## src/rtl/scan_tmon_pkg.sv

```systemverilog
package scan_tmon_pkg;
  // Effective limit: 0 picks the default, otherwise clamp to [lo, hi].
  function automatic int eff_pct(input int pct, input int def, input int lo, input int hi);
    if (pct == 0) return def;
    if (pct < lo) return lo;
    if (pct > hi) return hi;
    return pct;
  endfunction
endpackage

```

## src/rtl/stm_toggle_count.sv

```systemverilog
module stm_toggle_count #(
  parameter int N_CELLS = 64,
  parameter int CNT_W   = $clog2(N_CELLS + 1)
) (
  input  logic               clk_i,
  input  logic               rst_ni,
  input  logic [N_CELLS-1:0] cells_i,
  input  logic               en_i,
  output logic [CNT_W-1:0]   cnt_o
);
  logic [N_CELLS-1:0] ref_q;
  logic [N_CELLS-1:0] diff;

  always_ff @(posedge clk_i or negedge rst_ni) begin
    if (!rst_ni)   ref_q <= '0;
    else if (en_i) ref_q <= cells_i;
  end

  assign diff = cells_i ^ ref_q;

  always_comb begin
    cnt_o = '0;
    for (int i = 0; i < N_CELLS; i++) cnt_o = cnt_o + CNT_W'(diff[i]);
  end
endmodule

```

## src/rtl/stm_limit_cmp.sv

```systemverilog
module stm_limit_cmp #(
  parameter int N_CELLS = 64,
  parameter int CNT_W   = $clog2(N_CELLS + 1),
  parameter int PCT_W   = 7,
  parameter int DEF_PCT = 15,
  parameter int MIN_PCT = 10,
  parameter int MAX_PCT = 25
) (
  input  logic [CNT_W-1:0] cnt_i,
  input  logic [PCT_W-1:0] pct_i,
  output logic             over_o
);
  localparam int PRD_W = CNT_W + PCT_W + $clog2(N_CELLS + 1) + 1;

  int               eff;
  logic [PRD_W-1:0] lhs;
  logic [PRD_W-1:0] rhs;

  always_comb begin
    eff    = scan_tmon_pkg::eff_pct(int'(pct_i), DEF_PCT, MIN_PCT, MAX_PCT);
    lhs    = PRD_W'(cnt_i) * PRD_W'(100);
    rhs    = PRD_W'(eff) * PRD_W'(N_CELLS);
    over_o = lhs > rhs;
  end
endmodule

```

## src/rtl/stm_stats.sv

```systemverilog
module stm_stats #(
  parameter int CNT_W = 7,
  parameter int TOT_W = 12,
  parameter int IDX_W = 8
) (
  input  logic             clk_i,
  input  logic             rst_ni,
  input  logic             start_i,
  input  logic             end_i,
  input  logic             shift_i,
  input  logic             cap_i,
  input  logic [CNT_W-1:0] cnt_i,
  input  logic             sh_over_i,
  input  logic             cap_over_i,
  output logic             viol_o,
  output logic             sticky_o,
  output logic             cap_viol_o,
  output logic [IDX_W-1:0] first_idx_o,
  output logic [CNT_W-1:0] max_o,
  output logic [TOT_W-1:0] total_o,
  output logic [IDX_W-1:0] scnt_o
);
  logic           active_q;
  logic [TOT_W:0] sum;

  assign sum = {1'b0, total_o} + (TOT_W + 1)'(cnt_i);

  always_ff @(posedge clk_i or negedge rst_ni) begin
    if (!rst_ni) begin
      active_q    <= 1'b0;
      viol_o      <= 1'b0;
      sticky_o    <= 1'b0;
      cap_viol_o  <= 1'b0;
      first_idx_o <= '0;
      max_o       <= '0;
      total_o     <= '0;
      scnt_o      <= '0;
    end else if (start_i) begin
      active_q    <= 1'b1;
      viol_o      <= 1'b0;
      sticky_o    <= 1'b0;
      cap_viol_o  <= 1'b0;
      first_idx_o <= '0;
      max_o       <= '0;
      total_o     <= '0;
      scnt_o      <= '0;
    end else begin
      viol_o <= 1'b0;
      if (active_q && shift_i) begin
        viol_o <= sh_over_i;
        if (sh_over_i && !sticky_o) begin
          sticky_o    <= 1'b1;
          first_idx_o <= scnt_o;
        end
        if (cnt_i > max_o) max_o <= cnt_i;
        total_o <= sum[TOT_W] ? '1 : sum[TOT_W-1:0];
        if (scnt_o != '1) scnt_o <= scnt_o + 1'b1;
      end else if (active_q && cap_i) begin
        viol_o <= cap_over_i;
        if (cap_over_i) cap_viol_o <= 1'b1;
      end
      if (end_i) active_q <= 1'b0;
    end
  end
endmodule

```

## src/rtl/scan_toggle_monitor.sv

```systemverilog
module scan_toggle_monitor #(
  parameter int N_CELLS   = 64,
  parameter int PCT_W     = 7,
  parameter int SHIFT_DEF = 15,
  parameter int CAP_DEF   = 20,
  parameter int MIN_PCT   = 10,
  parameter int MAX_PCT   = 25,
  parameter int TOT_W     = 12,
  parameter int IDX_W     = 8,
  localparam int CNT_W    = $clog2(N_CELLS + 1)
) (
  input  logic               clk_i,
  input  logic               rst_ni,
  input  logic [N_CELLS-1:0] cells_i,
  input  logic               shift_en_i,
  input  logic               capture_i,
  input  logic               pat_start_i,
  input  logic               pat_end_i,
  input  logic [PCT_W-1:0]   shift_pct_i,
  input  logic [PCT_W-1:0]   cap_pct_i,
  output logic               viol_o,
  output logic               sticky_o,
  output logic               cap_viol_o,
  output logic [IDX_W-1:0]   first_idx_o,
  output logic [CNT_W-1:0]   max_cnt_o,
  output logic [TOT_W-1:0]   total_o,
  output logic [IDX_W-1:0]   shift_cnt_o
);
  logic [CNT_W-1:0] cnt;
  logic [1:0]       over;
  logic [PCT_W-1:0] pct_sel [2];

  assign pct_sel[0] = shift_pct_i;
  assign pct_sel[1] = cap_pct_i;

  stm_toggle_count #(.N_CELLS(N_CELLS), .CNT_W(CNT_W)) u_cnt (
    .clk_i  (clk_i),
    .rst_ni (rst_ni),
    .cells_i(cells_i),
    .en_i   (shift_en_i | capture_i),
    .cnt_o  (cnt)
  );

  // One comparator per limit kind: 0 = shift, 1 = capture.
  for (genvar g = 0; g < 2; g++) begin : g_lim
    stm_limit_cmp #(
      .N_CELLS(N_CELLS), .CNT_W(CNT_W), .PCT_W(PCT_W),
      .DEF_PCT(g == 0 ? SHIFT_DEF : CAP_DEF),
      .MIN_PCT(MIN_PCT), .MAX_PCT(MAX_PCT)
    ) u_cmp (
      .cnt_i (cnt),
      .pct_i (pct_sel[g]),
      .over_o(over[g])
    );
  end

  stm_stats #(.CNT_W(CNT_W), .TOT_W(TOT_W), .IDX_W(IDX_W)) u_stats (
    .clk_i      (clk_i),
    .rst_ni     (rst_ni),
    .start_i    (pat_start_i),
    .end_i      (pat_end_i),
    .shift_i    (shift_en_i),
    .cap_i      (capture_i),
    .cnt_i      (cnt),
    .sh_over_i  (over[0]),
    .cap_over_i (over[1]),
    .viol_o     (viol_o),
    .sticky_o   (sticky_o),
    .cap_viol_o (cap_viol_o),
    .first_idx_o(first_idx_o),
    .max_o      (max_cnt_o),
    .total_o    (total_o),
    .scnt_o     (shift_cnt_o)
  );
endmodule

```

## config.mk

```make
export PLATFORM = sky130hd
export DESIGN_NAME = scan_toggle_monitor
export DESIGN_NICKNAME = d
export VERILOG_FILES = /design/src/rtl/scan_tmon_pkg.sv /design/src/rtl/stm_toggle_count.sv /design/src/rtl/stm_limit_cmp.sv /design/src/rtl/stm_stats.sv /design/src/rtl/scan_toggle_monitor.sv
export SDC_FILE = /design/constraint.sdc
export NUM_CORES = 1
export LEC_CHECK = 0
export BUFFER_PORTS_ARGS = -buffer_cell sky130_fd_sc_hd__buf_2
export CELL_PAD_IN_SITES_DETAIL_PLACEMENT = 1
export CELL_PAD_IN_SITES_GLOBAL_PLACEMENT = 2
export CORE_UTILIZATION = 29
export DETAILED_ROUTE_END_ITERATION = 7
export PLACE_DENSITY_LB_ADDON = 0.1
export SLEW_MARGIN = 10
export SYNTH_ARGS = -nofsm -noshare
export SYNTH_HDL_FRONTEND = slang
export SYNTH_SLANG_ARGS = --single-unit
```

## constraint.sdc

```tcl
create_clock -name clk_i -period 10.52 [get_ports clk_i]
set_clock_uncertainty 0.15 [all_clocks]
set_input_delay 1.052 -clock clk_i [delete_from_list [all_inputs] [get_ports clk_i]]
set_output_delay 1.052 -clock clk_i [all_outputs]
set_load 0.03 [all_outputs]
```

# ---- Word-level counts from Yosys, hierarchy flattened
# Cells that the tools add are included.
dict set report op_classes {
  shifts 0
  addsub 65
  n_eq_ne 2
  bitwise 2
  mux 48
  n_mul 1
  n_lt_le_gt_ge 7
  n_div 0
  reduce_logical 17
}
# operator n
set ops {}
lappend ops {{adder 7 x 1 -> 7 bit} 62}
lappend ops {{2-to-1 mux 16 bit} 4}
lappend ops {{XOR 64 bit} 1}
lappend ops {{2-to-1 mux 8 bit} 6}
lappend ops {{> comparator 14 x 22 -> 1 bit} 2}
lappend ops {{2-to-1 mux 12 bit} 3}
lappend ops {{2-to-1 mux 7 bit} 5}
lappend ops {{2-to-1 mux 1 bit} 24}
lappend ops {{2-to-1 mux 5 bit} 4}
lappend ops {{> comparator 7 x 5 -> 1 bit, second input constant} 2}
lappend ops {{logical NOT 7 bit} 2}
lappend ops {{less-than comparator 7 x 4 -> 1 bit, second input constant} 2}
lappend ops {{nonzero test 2 bit} 7}
lappend ops {{adder 12 x 7 -> 13 bit} 1}
lappend ops {{multiplier 7 x 5 -> 12 bit, second input constant} 1}
lappend ops {{adder 8 x 1 -> 8 bit, second input constant} 1}
lappend ops {{2-to-1 mux 4 bit} 2}
lappend ops {{!= test 8 bit, second input constant} 1}
lappend ops {{> comparator 7 bit} 1}
lappend ops {{AND reduction 2 bit} 3}
lappend ops {{logical AND 1 bit} 3}
lappend ops {{AND reduction 3 bit} 1}
lappend ops {{adder 1 x 1 -> 2 bit} 1}
lappend ops {{!= test 2 bit, second input constant} 1}
lappend ops {{other kinds (2)} 2}
dict set report word_totals {
  out_inout_bits 38
  n_memories 0
  mem_bits_ro 0
  ram_bits 0
  word_cells 151
  reg_bits 103
  latchBits 0
  in_bits 84
}

# ---- Logic depth before layout (Yosys ltp)
# Gate-level depths: netlist (run 1).
dict set report depth {
  ltp_word 70
  mapped_depth 40
}

# ---- By module
# Synthesis (run 1) repeated with hierarchy kept, for this count alone.
dict set report hier_totals {
  hier_cells 782
  hier_area_um2 8550.7
}
# mod area_each_um2 seq_area_each_um2 instances cells_per_inst
set modules_own_cells {}
lappend modules_own_cells {stm_toggle_count 4558.1 1601.5 1 349}
lappend modules_own_cells {stm_stats 2243.4 975.9 1 223}
lappend modules_own_cells {{stm_limit_cmp at g_lim[1].u_cmp} 882.1 0.0 1 108}
lappend modules_own_cells {{stm_limit_cmp at g_lim[0].u_cmp} 860.8 0.0 1 101}
lappend modules_own_cells {scan_toggle_monitor 6.3 0.0 1 1}

# ---- Least setup slack after synthesis (run 1)
# No wires, ideal clock.
dict set report synth_timing {
  kind {in2reg}
  startpoint {in cells_i[0]}
  endpoint {reg u_stats.first_idx_o[3]}
  path_buffers 0
  required_ns 10.238
  arrival_ns 10.613
  path_stages 37
  setup_slack_ns -0.375
  path_cell_list {xor2_1 -> ha_1 -> fa_1 -> fa_1 -> fa_1 -> fa_1 -> fa_1 -> fa_1 -> inv_1 -> fa_1 -> fa_1 -> inv_1 -> fa_1 -> inv_1 -> fa_1 -> xor2_2 -> inv_4 -> ha_1 -> ha_1 -> inv_1 -> fa_1 -> inv_1 -> ha_1 -> a21o_1 -> a21oi_1 -> o21ai_0 -> a21oi_1 -> xnor2_1 -> ha_1 -> nand4_1 -> nor4b_1 -> and3_1 -> a21oi_1 -> o22ai_1 -> a211oi_4 -> mux2i_1 -> nor2_1}
}
dict set report synth_between {
  elab_chain_cells 69
}
# item line
set synth_lines {}
lappend synth_lines {{from (decl)} scan_toggle_monitor.sv:14} ;# input logic [N_CELLS-1:0] cells_i,
lappend synth_lines {{XOR 64 bit} stm_toggle_count.sv:19} ;# assign diff = cells_i ^ ref_q;
lappend synth_lines {{adder 1 x 1 -> 2 bit} stm_toggle_count.sv:23} ;# for (int i = 0; i < N_CELLS; i++) cnt_o = cnt_o + CNT_W'(diff[i]);
lappend synth_lines {{adder 7 x 1 -> 7 bit (62 in a row)} stm_toggle_count.sv:23}
lappend synth_lines {{multiplier 7 x 5 -> 12 bit} stm_limit_cmp.sv:21} ;# lhs = PRD_W'(cnt_i) * PRD_W'(100);
lappend synth_lines {{> comparator 14 x 22 -> 1 bit} stm_limit_cmp.sv:23} ;# over_o = lhs > rhs;
lappend synth_lines {{logical AND 1 bit} stm_stats.sv:51} ;# if (sh_over_i && !sticky_o) begin
lappend synth_lines {{nonzero test 2 bit (no line)} n/a}
lappend synth_lines {{AND reduction 2 bit (no line)} n/a}
lappend synth_lines {{to (signal assigned)} stm_stats.sv:53} ;# first_idx_o <= scnt_o;
lappend synth_lines {{to (decl)} stm_stats.sv:18} ;# output logic [IDX_W-1:0] first_idx_o,
# No other way between the ends.
# A chain may end at the register's enable or synchronous reset.

# ---- Worst setup path after layout (run 1)
dict set report layout_timing {
  startpoint {in cells_i[1]}
  endpoint {reg u_stats.first_idx_o[4]}
}
# Same word-level chain as after synthesis.

==> results of run 1 <==
[cell families after synthesis]
| kind of cell | synth area share |
|---|---|
| and+or+nand+nor | 0.0820 |
| adders and majority gates | 0.253 |
| DFF | 0.329 |
| buffers and inverters | 0.0482 |
| xor gates and xnor gates | 0.105 |
| muxes | 0.114 |
| AOI/OAI and AO/OA | 0.0697 |
| other | 0.000478 |
[synth_stat cells (all sizes together), types with 3 or more instances]
cell type  instances
maj3               6
xnor2             47
and2               3
mux2i             17
a211oi             6
clkbuf            12
nand2b             9
nand3b             3
a21o               6
o22ai              4
a21oi             18
xor2              44
nor4               3
nand4              3
nand2             19
nand3             10
buf                5
nor3              18
inv               80
o21ai             17
nor2b              5
dfrtp            103
and3               4
ha                62
nor4b              4
nor2              40
fa                57
mux2              64
o211ai             3
[critical path, delay by kind of cell]
family,cells,cell delay [ns]
AO/OA/AOI/OAI,7,1.15
AND/OR/NAND/NOR,4,0.41
XOR/XNOR,3,0.48
multiplexers,1,0.20
buffers and inverters,8,0.57
adder cells (fa/ha/maj),16,6.43
[layout by cell type, fill, tap and decap left out, types with 8 or more instances in the layout]
master,instances
buf_2,118
nor3_1,18
buf_4,49
mux2_2,64
clkbuf_16,9
nand2_1,19
xor2_1,40
nand2b_1,8
nor2_1,39
inv_1,73
dfrtp_1,103
xnor2_1,45
nand3_1,10
o21ai_0,11
mux2i_1,17
ha_1,56
a21oi_1,13
fa_1,53
[cell type report]
class | instances | area share
Tap cell | 335 | 0.0433
Timing Repair Buffer | 170 | 0.103
Inverter | 80 | 0.0312
Clock inverter | 7 | 0.00891
Clock buffer | 9 | 0.0232
Multi-Input combinational cell | 497 | 0.524
Sequential cell | 103 | 0.266
[per-stage QoR]
stage	hold WS (ns)	util	setup WS, ns
3_3_place_gp	0.347	0.349	-0.539
2_1_floorplan	0.330	-	0.241
3_5_place_dp	0.365	0.349	-0.777
6_report	0.378	0.369	0.251
4_1_cts	0.382	0.364	0.0211
5_1_grt	0.395	0.369	-0.112
[registers in the layout, summed over array words and instances (netlist names)]
register / cells
u_cnt.ref_q: 64
u_stats.total_o: 12
u_stats.first_idx_o: 8
u_stats.scnt_o: 8
u_stats.max_o: 7
u_stats.active_q: 1
u_stats.cap_viol_o: 1
u_stats.sticky_o: 1
u_stats.viol_o: 1
[repair_timing]
action                     CTS  global route
setup buffers                3             3
resized for setup            9            23
setup endpoints to repair   10            11
pin swaps                   20             3
[how the worst min path moves through the flow]
stage	startpoint	endpoint	slack [ns]	cells after the start
floorplan	u_stats.active_q	u_stats.active_q	0.33	1
global placement	u_stats.active_q	u_stats.active_q	0.35	1
detailed placement	u_cnt.ref_q[26]	u_cnt.ref_q[26]	0.36	1
CTS	u_cnt.ref_q[6]	u_cnt.ref_q[6]	0.38	1
global route	u_cnt.ref_q[48]	u_cnt.ref_q[48]	0.39	1
finish	u_cnt.ref_q[6]	u_cnt.ref_q[6]	0.38	1
[routing by layer]
| metal | share of wire | global-route usage | wire length [µm] | vias to the layer above |
|---|---|---|---|---|
| li1 | - | - | - | 2658 |
| met4 | 0.010 | 0.0354 | 203 | 0 |
| met3 | 0.030 | 0.0271 | 597 | 8 |
| met1 | 0.44 | 0.189 | 8750 | 2839 |
| met5 | 0 | 0 | 0 | - |
| met2 | 0.52 | 0.280 | 10500 | 79 |
==> impl_metrics.tcl, run 1 <==
set metrics [dict create \
    slew_headroom 0.322 \
    drive_gt1_frac 0.346 \
    critPathCaptureType "flop" \
    ys.flop_type "dfrtp_1" \
    drc 5 \
    reg2reg_from "u_cnt.ref_q[1]" \
    fin_setup_tns_ns 0 \
    grt_pass1_wl_um 33600 \
    synth_edf_count 0 \
    syn_area_mm2 0.00784 \
    tightest_slew_ns 1.02 \
    avgRoutedWirePerCell_um 16.7 \
    cpMostUsedCell "fa_1" \
    critPathArrivalTime_ns 10.32 \
    viasPerCell 4.65 \
    fin_crit_ns 10.27 \
    regToRegEndpoint "u_stats.first_idx_o[4]" \
    htreeDepth 3 \
    critical_path.max_stage_delay_ns 0.59 \
    synth.top_cell.area_share 0.329 \
    ys_async_sr_fraction 1.00 \
    dr.pass1.iters 6 \
    worstPathMaxFanout 8 \
    synthTopCellsByArea "dfrtp_1, fa_1, ha_1" \
    via_count 5584 \
    max_freq_ghz 0.0974 \
    hold_viol 0 \
    hpwl_um 15900 \
    critPathLaunchType "primary input" \
    synthDistinctLibCells 65 \
    rows 59 \
    grt_overflow 0 \
    die_area_mm2 0.0277 \
    finalCritPeriodShare 0.976 \
    clk_pin_slew_worst_paths_ns 0.08 \
    drv_slew 0 \
    grt_max_degree 76 \
    critPathKind "primary input to flop" \
    rsz0062_at_grt "true" \
    cts.path.max_buffers 2 \
    clk_latency_ns 0.36 \
    cts_tree "built" \
    fin_cells 1201 \
    postPlaceCellArea_mm2 0.00917 \
    crit_path_start "cells_i[1]" \
    slowest_stage "fa_2" \
    syn_inst 696 \
    seq_area_frac_synth 0.329 \
    nNetsFinal 1064 \
    die_w_um 166 \
    core_mm2 0.0263 \
    fillers 2923 \
    synth.ff_latch_count 103 \
    grt_usage 0.154 \
    final_area_mm2 0.00969 \
    gp_congestion 0.777 \
    hold_class "flop to flop" \
    die_height_um 166 \
    synth_top_area_cell "dfrtp_1" \
    crit_end "u_stats.first_idx_o[4]" \
    outcome "complete, but fails checks" \
    ys_warn_count 0 \
    grt_pass1_vias 6521 \
    cts.sinks 103 \
    setup_violations 0 \
    avgSynthCellArea_um2 11.3 \
    diodes 0 \
    routed_wl_um 20100 \
    pin_count 122 \
    violations "design-rule violations" \
    place_inst 1179 \
    worst-r2r-setup-slack_ns 0.60 \
    postCtsHoldBufs 0 \
    drtIter0Drc 125 \
    io_buffers 121 \
    multi_input_area_mm2 0.00508 \
    detail-route-antenna-nets 0 \
    initial_core_util 0.298 \
    rr_worst_depth 38 \
    cts_root_buffer "clkbuf_16" \
    max-cap-violations 0 \
    regArea_mm2 0.00258 \
    cts_inserted_buffers 9 \
    area_delta_synth_final_pct 23.5 \
    antenna_found_initial 0 \
    worstPathRequired_ns 10.58 \
]
Power of run 1 is left out: the tool's default activity adds up to more than one toggle a clock period on the data nets, which glitch-free logic cannot reach.
==> inputs of run 2 (changes only) <==
BUFFER_PORTS_ARGS = -buffer_cell sky130_fd_sc_hd__clkbuf_2   (was -buffer_cell sky130_fd_sc_hd__buf_2)
CORE_UTILIZATION = 34   (was 29)
SETUP_SLACK_MARGIN = 0.4   (was default)
==> impl_metrics.tcl, run 2 (synthesized netlist as in run 1, its figures left out) <==
set metrics [dict create \
    hold_viol 0 \
    critPathCaptureType "flop" \
    regToRegEndpoint "u_stats.first_idx_o[4]" \
    dr.pass1.iters 4 \
    cts.sinks 103 \
    reg2reg_from "u_cnt.ref_q[42]" \
    hold_class "flop to flop" \
    postCtsHoldBufs 0 \
    clk_latency_ns 0.36 \
    area_delta_synth_final_pct 21.3 \
    grt_usage 0.173 \
    htreeDepth 3 \
    critPathLaunchType "primary input" \
    cts.path.max_buffers 2 \
    slew_headroom 0.338 \
    core_mm2 0.0226 \
    initial_core_util 0.346 \
    rsz0062_at_grt "true" \
    die_w_um 154 \
    worstPathRequired_ns 10.57 \
    cts_tree "built" \
    final_core_util 0.420 \
    grt_max_degree 65 \
    critical_path.max_stage_delay_ns 0.57 \
    antenna_found_initial 2 \
    final_cell_mix "clkbuf_2, dfrtp_1, inv_1" \
    dp_slack_ns -0.420 \
    outcome "complete, no violations" \
    drc 0 \
    drive_gt1_frac 0.339 \
    viasPerCell 4.83 \
    drv_slew 0 \
    via_count 5502 \
    max_freq_ghz 0.0996 \
    grt_pass1_vias 6304 \
    nNetsFinal 1051 \
    largest_reg_flops 64 \
    detail-route-antenna-nets 0 \
    drtIter0Drc 202 \
    grt_overflow 0 \
    postPlaceCellArea_mm2 0.00907 \
    hold_depth 1 \
    hpwl_um 15300 \
    critPathKind "primary input to flop" \
    max-cap-violations 0 \
    final_common_cell "clkbuf_2" \
    die_height_um 154 \
    io_buffers 121 \
    pin_count 122 \
    fin_crit_ns 10.04 \
    rows 55 \
    clk_pin_slew_worst_paths_ns 0.08 \
    worstPathMaxFanout 8 \
    routed_wl_um 19100 \
    tightest_slew_ns 0.994 \
    rr_worst_depth 40 \
    reg_top3 "u_cnt.ref_q x64, u_stats.total_o x12" \
    slowest_stage "fa_2" \
    final_area_mm2 0.00952 \
    cpMostUsedCell "fa_1" \
    hold_path_end "u_cnt.ref_q[3]" \
    avgRoutedWirePerCell_um 16.8 \
    hp-start "u_cnt.ref_q[3]" \
    worst-r2r-setup-slack_ns 0.83 \
    finalCritPeriodShare 0.954 \
    cts_inserted_buffers 9 \
    finalWorstSetupSlack_ns 0.484 \
    setup_violations 0 \
    critPathArrivalTime_ns 10.09 \
    diodes 0 \
    die_area_mm2 0.0237 \
    cts_root_buffer "clkbuf_16" \
    grt_pass1_wl_um 31900 \
    top_register "u_cnt.ref_q" \
    gp_congestion 0.795 \
    whs_ns 0.379 \
]
run 2: changes by cell type in the layout (fill, tap and decap cells not counted), sizes merged:
cell    delta
clkinv     -1
inv        +1
clkbuf   +120
buf      -132
bufinv     -1
run 2: through the flow:
step                std cells  setup TNS [ns]
CTS                      1137               0
floorplan                 697               0
global placement         1121           -1.90
detailed placement       1121           -3.63
finish                   1138               0
global route             1138               0
run 2: critical path, delay by kind of cell:
family,cells,cell delay (ns)
adder cells (fa/ha/maj),15,6.14
AO/OA/AOI/OAI,9,1.37
XOR/XNOR,3,0.47
buffers and inverters,6,0.46
AND/OR/NAND/NOR,4,0.39
multiplexers,1,0.19
run 2: repair_timing:
action	in CTS	in global routing
endpoints found under the setup margin	11	11
gates resized for setup	18	17
pin swaps	29	10
buffers inserted	0	1
run 2: layout make-up:
type	count	area, µm²
multi-input combinational	497	5090
clock inverter	6	62.6
inverter	80	303
clock buffer	10	229
timing repair buffer	157	901
fill	2481	13100
tap	285	357
sequential	103	2580
run 2: worst max-delay path by stage:
stage | from | endpoint | slack [ns] | cells after the start
after floorplan | cells_i[0] | u_stats.first_idx_o[3] | 0.42 | 33
after global placement | cells_i[0] | u_stats.first_idx_o[3] | -0.24 | 39
after detailed placement | cells_i[0] | u_stats.first_idx_o[4] | -0.42 | 39
after CTS | cells_i[0] | u_stats.first_idx_o[4] | 0.40 | 38
after global routing | cells_i[42] | u_stats.first_idx_o[0] | 0.03 | 41
final | cells_i[0] | u_stats.first_idx_o[4] | 0.48 | 38
run 2: metal layers:
layer	GRT usage	routed length (µm)	part of all wire	vias up
met5	0	12	0.00063	-
met3	0.0299	606	0.032	18
li1	-	-	-	2630
met4	0.0510	262	0.014	2
met1	0.192	7480	0.39	2779
met2	0.334	10700	0.56	73
Power of run 2 is left out for the same reason.
==> inputs of run 3 (changes only) <==
--- a/config.mk
+++ b/config.mk
@@ -11,2 +11,3 @@
 export CORE_UTILIZATION = 34
+export CTS_BUF_LIST = sky130_fd_sc_hd__clkbuf_16
 export DETAILED_ROUTE_END_ITERATION = 7
==> constraint.sdc (replaced) <==
create_clock -name clk_i -period 10.52 [get_ports clk_i]
set_clock_uncertainty 0.15 [all_clocks]
set_input_delay 0.526 -clock clk_i [delete_from_list [all_inputs] [get_ports clk_i]]
set_output_delay 0.526 -clock clk_i [all_outputs]
set_load 0.03 [all_outputs]
==> impl_metrics.tcl, run 3 (synthesized netlist as in run 1, its figures left out) <==
set metrics [dict create \
    dr.pass1.iters 4 \
    postPlaceCellArea_mm2 0.00888 \
    fin_crit_ns 9.95 \
    drv_slew 0 \
    reg_top3 "u_cnt.ref_q x64, u_stats.total_o x12" \
    finalCritPeriodShare 0.946 \
    grt_max_degree 62 \
    routed_wl_um 19000 \
    cts_inserted_buffers 9 \
    via_count 5426 \
    critPathLaunchType "flop" \
    drive_gt1_frac 0.310 \
    diodes 0 \
    io_buffers 121 \
    antenna_found_initial 0 \
    slew_headroom 0.349 \
    clk_pin_slew_worst_paths_ns 0.08 \
    slowest_stage "fa_1" \
    critPathCaptureType "flop" \
    max-cap-violations 0 \
    viasPerCell 4.85 \
    nNetsFinal 1032 \
    outcome "complete, no violations" \
    final_area_mm2 0.00929 \
    critPathKind "flop to flop" \
    grt_usage 0.174 \
    hpwl_um 15300 \
    top_register "u_cnt.ref_q" \
    area_delta_synth_final_pct 18.4 \
    core_mm2 0.0226 \
    die_w_um 154 \
    max_freq_ghz 0.100 \
    cts.sinks 103 \
    final_cell_mix "clkbuf_2, dfrtp_1, inv_1" \
    setup_violations 0 \
    avgRoutedWirePerCell_um 17.0 \
    die_height_um 154 \
    pin_count 122 \
    dp_slack_ns -0.237 \
    rsz0062_at_grt "true" \
    grt_pass1_vias 6148 \
    grt_pass1_wl_um 31900 \
    grt_overflow 0 \
    detail-route-antenna-nets 0 \
    initial_core_util 0.346 \
    cts.path.max_buffers 2 \
    worstPathMaxFanout 8 \
    finalWorstSetupSlack_ns 0.566 \
    worstPathRequired_ns 10.58 \
    cpMostUsedCell "fa_1" \
    drc 0 \
    final_common_cell "clkbuf_2" \
    rows 55 \
    hold_viol 0 \
    cts_root_buffer "clkbuf_16" \
    critical_path.max_stage_delay_ns 0.58 \
    cts_tree "built" \
    die_area_mm2 0.0237 \
    largest_reg_flops 64 \
    postCtsHoldBufs 0 \
    whs_ns 0.0370 \
    tightest_slew_ns 0.977 \
    clk_latency_ns 0.36 \
    worst-r2r-setup-slack_ns 0.57 \
    gp_congestion 0.835 \
    htreeDepth 3 \
    hold_class "primary input to asynchronous set/reset pin" \
    critPathArrivalTime_ns 10.01 \
    drtIter0Drc 197 \
]
==> run 3: cell type report <==
cell class	count	area (µm²)
fillers	2520	13400
multi-input cells	497	5020
flip-flops and latches	103	2580
repair buffers	138	748
well taps	285	357
inverters	80	303
clock buffers	9	225
clock inverters	6	55.1
==> run 3: final timing paths <==
check,from,to,depth (start not counted)
max reg2reg,u_cnt.ref_q[1],u_stats.first_idx_o[4],39
max in group asynchronous,rst_ni,u_stats.scnt_o[1],2
max,u_cnt.ref_q[1],u_stats.first_idx_o[4],39
min reg2reg,u_cnt.ref_q[63],u_cnt.ref_q[63],1
min,rst_ni,u_stats.max_o[2],1
min in group clk_i,cells_i[59],u_cnt.ref_q[59],2
==> run 3: timing repair <==
action                     in CTS  in global routing
setup endpoints to repair      10                 10
buffers inserted                2                  3
gates resized for setup        10                  9
pin swaps                      18                 27
hold endpoints to repair        0                  0
==> run 3: stage by stage <==
| stage | std cells | util | setup TNS [ns] |
|---|---|---|---|
| 6_report | 1118 | 0.410 | 0 |
| 3_3_place_gp | 1098 | 0.392 | 0 |
| 2_1_floorplan | 697 | - | 0 |
| 3_5_place_dp | 1098 | 0.392 | -1.68 |
| 4_1_cts | 1115 | 0.407 | 0 |
| 5_1_grt | 1118 | 0.410 | 0 |
==> run 3: critical path, delay by kind of cell (launching register included) <==
family	cells	cell delay [ns]
AO/OA/AOI/OAI	9	1.34
AND/OR/NAND/NOR	7	0.85
multiplexers	1	0.22
XOR/XNOR	2	0.32
flip-flops	1	0.41
adder cells (fa/ha/maj)	14	6.05
buffers and inverters	6	0.46
==> run 3: metal layers <==
| metal | vias to the layer above | part of all wire | routed length [µm] | GRT usage |
|---|---|---|---|---|
| li1 | 2605 | - | - | - |
| met1 | 2730 | 0.43 | 8110 | 0.210 |
| met2 | 77 | 0.52 | 9950 | 0.314 |
| met3 | 14 | 0.037 | 706 | 0.0372 |
| met4 | 0 | 0.013 | 250 | 0.0419 |
| met5 | - | 0 | 0 | 0 |
Power of run 3 is left out for the same reason.
